[src/rtl/mcyc_pkg.sv]
package mcyc_pkg;

    localparam int OPC_W = 6;
    localparam int ST_W  = 4;

    typedef enum logic [ST_W-1:0] {
        ST_FETCH   = 4'd0,
        ST_DECODE  = 4'd1,
        ST_ADDR    = 4'd2,
        ST_LOAD    = 4'd3,
        ST_LDWB    = 4'd4,
        ST_STORE   = 4'd5,
        ST_EXEC    = 4'd6,
        ST_ALUWB   = 4'd7,
        ST_BRANCH  = 4'd8,
        ST_JUMP    = 4'd9,
        ST_SAVE    = 4'd10,
        ST_VECTOR  = 4'd11,
        ST_RESUME  = 4'd12
    } state_e;

    typedef enum logic [2:0] {
        PCS_INC    = 3'd0,
        PCS_ALUOUT = 3'd1,
        PCS_JUMP   = 3'd2,
        PCS_VECTOR = 3'd3,
        PCS_EPC    = 3'd4
    } pcsrc_e;

    typedef enum logic [2:0] {
        CL_MEM,
        CL_ALU,
        CL_BRANCH,
        CL_JUMP,
        CL_RETURN,
        CL_UNDEF
    } opclass_e;

    localparam logic [OPC_W-1:0] OPC_RTYPE = 6'b000000;
    localparam logic [OPC_W-1:0] OPC_LW    = 6'b100011;
    localparam logic [OPC_W-1:0] OPC_SW    = 6'b101011;
    localparam logic [OPC_W-1:0] OPC_BEQ   = 6'b000100;
    localparam logic [OPC_W-1:0] OPC_BNE   = 6'b000101;
    localparam logic [OPC_W-1:0] OPC_J     = 6'b000010;
    localparam logic [OPC_W-1:0] OPC_JAL   = 6'b000011;
    localparam logic [OPC_W-1:0] OPC_LUI   = 6'b001111;
    localparam logic [OPC_W-1:0] OPC_ERET  = 6'b010000;

    typedef struct packed {
        logic       pc_write;
        logic       pc_write_cond;
        pcsrc_e     pc_src;
        logic       iord;
        logic       mem_read;
        logic       mem_write;
        logic       ir_write;
        logic       mem_to_reg;
        logic       reg_dst;
        logic       reg_write;
        logic       alu_src_a;
        logic [1:0] alu_src_b;
        logic [1:0] alu_op;
        logic       epc_write;
    } ctrl_t;

endpackage

[src/rtl/mcyc_opclass.sv]
module mcyc_opclass
    import mcyc_pkg::*;
(
    input  logic [OPC_W-1:0] opcode,
    output opclass_e         op_class,
    output logic             is_store
);

    always_comb begin
        op_class = CL_UNDEF;
        case (opcode)
            OPC_LW, OPC_SW:     op_class = CL_MEM;
            OPC_RTYPE, OPC_LUI: op_class = CL_ALU;
            OPC_BEQ, OPC_BNE:   op_class = CL_BRANCH;
            OPC_J, OPC_JAL:     op_class = CL_JUMP;
            OPC_ERET:           op_class = CL_RETURN;
            default:            op_class = CL_UNDEF;
        endcase
    end

    assign is_store = (opcode == OPC_SW);

endmodule

[src/rtl/mcyc_strobe_dec.sv]
module mcyc_strobe_dec
    import mcyc_pkg::*;
(
    input  state_e state,
    output ctrl_t  ctrl
);

    always_comb begin
        ctrl = '0;
        case (state)
            ST_FETCH: begin
                ctrl.mem_read  = 1'b1;
                ctrl.ir_write  = 1'b1;
                ctrl.pc_write  = 1'b1;
                ctrl.pc_src    = PCS_INC;
                ctrl.alu_src_a = 1'b0;
                ctrl.alu_src_b = 2'd1;
                ctrl.alu_op    = 2'd0;
            end
            ST_DECODE: begin
                ctrl.alu_src_a = 1'b0;
                ctrl.alu_src_b = 2'd3;
                ctrl.alu_op    = 2'd0;
            end
            ST_ADDR: begin
                ctrl.alu_src_a = 1'b1;
                ctrl.alu_src_b = 2'd2;
                ctrl.alu_op    = 2'd0;
            end
            ST_LOAD: begin
                ctrl.mem_read = 1'b1;
                ctrl.iord     = 1'b1;
            end
            ST_LDWB: begin
                ctrl.reg_write  = 1'b1;
                ctrl.mem_to_reg = 1'b1;
                ctrl.reg_dst    = 1'b0;
            end
            ST_STORE: begin
                ctrl.mem_write = 1'b1;
                ctrl.iord      = 1'b1;
            end
            ST_EXEC: begin
                ctrl.alu_src_a = 1'b1;
                ctrl.alu_src_b = 2'd0;
                ctrl.alu_op    = 2'd2;
            end
            ST_ALUWB: begin
                ctrl.reg_write  = 1'b1;
                ctrl.reg_dst    = 1'b1;
                ctrl.mem_to_reg = 1'b0;
            end
            ST_BRANCH: begin
                ctrl.alu_src_a     = 1'b1;
                ctrl.alu_src_b     = 2'd0;
                ctrl.alu_op        = 2'd1;
                ctrl.pc_write_cond = 1'b1;
                ctrl.pc_src        = PCS_ALUOUT;
            end
            ST_JUMP: begin
                ctrl.pc_write = 1'b1;
                ctrl.pc_src   = PCS_JUMP;
            end
            ST_SAVE: begin
                ctrl.epc_write = 1'b1;
            end
            ST_VECTOR: begin
                ctrl.pc_write = 1'b1;
                ctrl.pc_src   = PCS_VECTOR;
            end
            ST_RESUME: begin
                ctrl.pc_write = 1'b1;
                ctrl.pc_src   = PCS_EPC;
            end
            default: ctrl = '0;
        endcase
    end

endmodule

[src/rtl/mcyc_ctrl.sv]
module mcyc_ctrl
    import mcyc_pkg::*;
#(
    parameter int CAUSE_W = 2
) (
    input  logic               clk,
    input  logic               rst_n,
    input  logic [OPC_W-1:0]   opcode,
    input  logic               ovf,
    output logic [ST_W-1:0]    state,
    output logic [CAUSE_W-1:0] cause,
    output logic               pc_write,
    output logic               pc_write_cond,
    output logic [2:0]         pc_src,
    output logic               iord,
    output logic               mem_read,
    output logic               mem_write,
    output logic               ir_write,
    output logic               mem_to_reg,
    output logic               reg_dst,
    output logic               reg_write,
    output logic               alu_src_a,
    output logic [1:0]         alu_src_b,
    output logic [1:0]         alu_op,
    output logic               epc_write
);

    localparam logic [CAUSE_W-1:0] CAUSE_UNDEF = CAUSE_W'(0);
    localparam logic [CAUSE_W-1:0] CAUSE_OVF   = CAUSE_W'(1);

    typedef struct packed {
        state_e             state;
        logic [CAUSE_W-1:0] cause;
    } seq_t;

    seq_t     seq_d, seq_q;
    opclass_e op_class;
    logic     is_store;
    ctrl_t    dec;
    logic     ovf_trap;

    mcyc_opclass i_opclass (
        .opcode   (opcode),
        .op_class (op_class),
        .is_store (is_store)
    );

    mcyc_strobe_dec i_strobe_dec (
        .state (seq_q.state),
        .ctrl  (dec)
    );

    assign ovf_trap = (seq_q.state == ST_ALUWB) && ovf;

    always_comb begin
        seq_d = seq_q;
        case (seq_q.state)
            ST_FETCH:  seq_d.state = ST_DECODE;
            ST_DECODE: begin
                case (op_class)
                    CL_MEM:    seq_d.state = ST_ADDR;
                    CL_ALU:    seq_d.state = ST_EXEC;
                    CL_BRANCH: seq_d.state = ST_BRANCH;
                    CL_JUMP:   seq_d.state = ST_JUMP;
                    CL_RETURN: seq_d.state = ST_RESUME;
                    default: begin
                        seq_d.state = ST_SAVE;
                        seq_d.cause = CAUSE_UNDEF;
                    end
                endcase
            end
            ST_ADDR:   seq_d.state = is_store ? ST_STORE : ST_LOAD;
            ST_LOAD:   seq_d.state = ST_LDWB;
            ST_EXEC:   seq_d.state = ST_ALUWB;
            ST_ALUWB: begin
                if (ovf) begin
                    seq_d.state = ST_SAVE;
                    seq_d.cause = CAUSE_OVF;
                end else begin
                    seq_d.state = ST_FETCH;
                end
            end
            ST_SAVE:   seq_d.state = ST_VECTOR;
            default:   seq_d.state = ST_FETCH;
        endcase
    end

    always_ff @(posedge clk or negedge rst_n) begin
        if (!rst_n) begin
            seq_q.state <= ST_FETCH;
            seq_q.cause <= '0;
        end else begin
            seq_q <= seq_d;
        end
    end

    assign state         = seq_q.state;
    assign cause         = seq_q.cause;
    assign pc_write      = dec.pc_write;
    assign pc_write_cond = dec.pc_write_cond;
    assign pc_src        = dec.pc_src;
    assign iord          = dec.iord;
    assign mem_read      = dec.mem_read;
    assign mem_write     = dec.mem_write;
    assign ir_write      = dec.ir_write;
    assign mem_to_reg    = dec.mem_to_reg;
    assign reg_dst       = dec.reg_dst;
    assign reg_write     = dec.reg_write & ~ovf_trap;
    assign alu_src_a     = dec.alu_src_a;
    assign alu_src_b     = dec.alu_src_b;
    assign alu_op        = dec.alu_op;
    assign epc_write     = dec.epc_write;

    assert_fetch_to_decode_R2: assert property (@(posedge clk) disable iff (!rst_n)
        (state == ST_FETCH) |=> (state == ST_DECODE));

    assert_load_dispatch_R3: assert property (@(posedge clk) disable iff (!rst_n)
        (state == ST_DECODE && opcode == OPC_LW) |=> (state == ST_ADDR));

    assert_pcwrite_states_R6: assert property (@(posedge clk) disable iff (!rst_n)
        pc_write |-> (state == ST_FETCH || state == ST_JUMP ||
                      state == ST_VECTOR || state == ST_RESUME));

    assert_mem_exclusive_R7: assert property (@(posedge clk) disable iff (!rst_n)
        !(mem_read && mem_write));

    assert_save_chain_R8: assert property (@(posedge clk) disable iff (!rst_n)
        (state == ST_SAVE) |=> (state == ST_VECTOR));

    assert_ovf_divert_R9: assert property (@(posedge clk) disable iff (!rst_n)
        (state == ST_ALUWB && ovf) |=> (state == ST_SAVE && cause == CAUSE_OVF));

    assert_epc_in_save_R10: assert property (@(posedge clk) disable iff (!rst_n)
        epc_write |-> (state == ST_SAVE));

    assert_cause_hold_R11: assert property (@(posedge clk) disable iff (!rst_n)
        (seq_d.state != ST_SAVE) |=> $stable(cause));

endmodule

[config.mk]
export PLATFORM = sky130hd
export DESIGN_NAME = mcyc_ctrl
export DESIGN_NICKNAME = d
export VERILOG_FILES = /design/src/rtl/mcyc_pkg.sv /design/src/rtl/mcyc_opclass.sv /design/src/rtl/mcyc_strobe_dec.sv /design/src/rtl/mcyc_ctrl.sv
export SDC_FILE = /design/constraint.sdc
export NUM_CORES = 1
export LEC_CHECK = 0
export ABC_AREA = 1
export BUFFER_PORTS_ARGS = -buffer_cell sky130_fd_sc_hd__buf_2
export CAP_MARGIN = 30
export CELL_PAD_IN_SITES_DETAIL_PLACEMENT = 2
export CELL_PAD_IN_SITES_GLOBAL_PLACEMENT = 2
export CORE_AREA = 10 10 68 70
export DETAILED_ROUTE_END_ITERATION = 16
export DIE_AREA = 0 0 78 80
export PLACE_DENSITY_LB_ADDON = 0.1
export SLEW_MARGIN = 15
export SYNTH_ARGS = -nofsm -noshare
export SYNTH_HDL_FRONTEND = slang
export SYNTH_HIERARCHICAL = 1
export SYNTH_SLANG_ARGS = --single-unit
export TNS_END_PERCENT = 1
[constraint.sdc]
create_clock -name clk -period 1.2 [get_ports clk]
set_input_delay 0.18 -clock clk [delete_from_list [all_inputs] [get_ports clk]]
set_output_delay 0.18 -clock clk [all_outputs]
set_load 0.01 [all_outputs]
==> metrics.yaml <==
status: "complete, but fails checks"
violations: "negative setup slack"
synthDistinctLibCells: 20
syn_area_per_cell_um2: 5.376
rsz0062_at_grt: "yes"
routed_wl_um: 3037
cts_buffers: 3
clockBufferDepth: 2
gr-usage-all-layers_pct: 9.110
insertion_delay_ps: 240
multi_input_area_um2: 491.7
rows: 21
place_area_um2: 1035
dp_slack_ps: -206.4
route.vias.total: 977
slowest_stage: "dfrtp_1"
worstSetupStartpointType: "flop"
ioPinCount: 33
p_sw_uw: 1331
ys_warn_count: 6
antenna_left: 0
r2r_cells: 8
ff2ff_setup_slack_ps: -70
antenna_found_initial: 0
htree_levels: 1
p_seq_share_pct: 15.2
wl_per_cell_um: 13.26
first_pass_iters: 4
die_w_um: 78
design_area_um2: 1226
start_util_pct: 19.31
cp.arrival_ps: 1260
p_sw_share_pct: 50.92
end_kind: "output port"
port_buffers: 31
coreArea_um2: 3284
viasPerCell: 4.266
path_max_fanout: 4
ys_seq_area_share_pct: 19.72
clockPowerShare_pct: 7.6
grt_overflow_total: 0
cts_tree: "built"
cp.required_ps: 1020
period_share_pct: 119.7
place.detailed.hpwl_um: 2468
clk_pin_slew_ps: 50
drt_iter0_drc: 15
reg2reg_from: "state[1]"
worstReg2RegEnd: "state[1]"
p_comb_share_pct: 77.2
gp_congestion: 0.8234
maxCapViolCount: 0
crit_chain: "buf_6, inv_4, nand2_4, buf_6, nor2_2, buf_2"
grt_max_degree: 9
power_density_nw_per_um2: 2133
syn_nets: 127
grt_pass1_vias: 1066
synth-seq-cells: 5
grt_pass1_wl_um: 4892
hold_viol_final: 0
drc_errors: 0
fillers: 422
finalNetCount: 193
internal_power_uw: 1284
antenna_cells: 0
slew_violations: 0
p_leak_uw: 0.0007296
skew_ps: 4.285
cpPeakStageDelay_ps: 410
critPathKind: "flop to output port"
final_cell_mix: "buf_2, nand2_1, buf_4"
cts_root_buf: "clkbuf_4"
dieArea_um2: 6240
die_h_um: 80
area_growth_pct: 93.29
netlist_instances: 118
setup_slack_ps: -235.9
power_uw: 2615
crit_top_cell: "buf_6"
seqCellArea_um2: 128.9
drive_above_1_share_pct: 54.64
numClockSinks: 5
period_needed_ps: 1436
whs_ps: 274.7
setup_viol: 25
fin_util_pct: 37.33
vdd_drop_max_mv: 0.6600
fmax_mhz: 696.4
hold_path_class: "input port to asynchronous set/reset pin"
synthesis.area_um2: 634.4
layout_commonest_cell: "buf_2"
-- registers in the layout, summed over array words and instances, names as in the netlist --
register	count
state	4
cause	1
-- cell families (layout without fill, tap and decap cells) --
logic type | count (synthesis) | in the layout | share of synthesized area [%]
simple gates | 76 | 76 | 53.65
other cells | 1 | 1 | 0.5911
flops | 5 | 5 | 19.72
compound gates | 10 | 10 | 10.06
buf+inv | 26 | 91 | 15.98
-- timing repair --
action | 4_1_cts | 5_1_grt
endpoints found under the setup margin | 23 | 26
resized for setup | 27 | 14
endpoints found under the hold margin | 5 | 0
hold buffers | 1 | 0
pin swaps | 5 | 6
setup buffers | 4 | 0
-- worst max-delay path: cells and delay by family (launching register included) --
kind | cells | cell delay [ps]
AND/OR/NAND/NOR | 2 | 140
flip-flops | 1 | 410
buffers and inverters | 4 | 470
-- through the flow --
step	setup TNS, ps	cells
3_3_place_gp	-949.0	220
2_1_floorplan	0	118
4_1_cts	-3984	229
3_5_place_dp	-1736	220
5_1_grt	-5935	229
6_report	-3896	229
-- synthesized netlist by cell type --
cell | n | area share, %
conb_1 | 1 | 0.59
inv_2 | 2 | 1.2
o21ai_0 | 2 | 1.6
nor2_1 | 24 | 14
nand2_2 | 1 | 0.99
nor2_2 | 4 | 3.9
nor3_1 | 1 | 0.79
nand3_4 | 1 | 2.8
buf_4 | 1 | 1.2
nor2_4 | 1 | 1.8
o21ai_2 | 1 | 1.4
nand4_1 | 2 | 2.0
o21ai_1 | 2 | 1.6
inv_1 | 23 | 14
o211ai_2 | 1 | 2.0
o31ai_1 | 1 | 1.2
nand3_1 | 12 | 9.5
dfrtp_1 | 5 | 20
a21oi_1 | 3 | 2.4
nand2_1 | 30 | 18
-- how the worst max path moves through the flow --
stage / from / to / slack, ps / depth (start not counted)
6_report: state[3] / reg_dst / -240 / 6
5_1_grt: state[1] / reg_write / -340 / 7
4_1_cts: state[3] / reg_write / -230 / 7
3_5_place_dp: opcode[5] / state[2] / -210 / 12
3_3_place_gp: opcode[5] / state[2] / -120 / 12
2_1_floorplan: state[1] / reg_write / 10 / 6
-- layer usage --
| metal | wire [µm] | up-vias | GRT usage [%] |
|---|---|---|---|
| met5 | 0 | - | 0 |
| met4 | 17 | 0 | 1.613 |
| li1 | - | 488 | - |
| met2 | 1652 | 23 | 17.33 |
| met1 | 1222 | 464 | 10.29 |
| met3 | 144 | 2 | 1.802 |
-- power groups by stage --
| stage | Clock [µW] | Sequential (µW) | Combinational [µW] |
|---|---|---|---|
| floorplan | 0 | 409 | 739 |
| global placement | 0 | 354 | 1620 |
| detailed placement | 0 | 353 | 1670 |
| CTS | 203 | 382 | 1930 |
| global route | 213 | 419 | 2240 |
| finish | 198 | 397 | 2020 |
-- cell type report --
cell class	count	area share, %
timing repair buffer	62	34.69
multi-input combinational	87	40.10
inverter	25	7.857
sequential	5	10.51
tap	46	4.694
clock buffer	4	2.143
No activity file was read; power rests on OpenSTA's default activity.
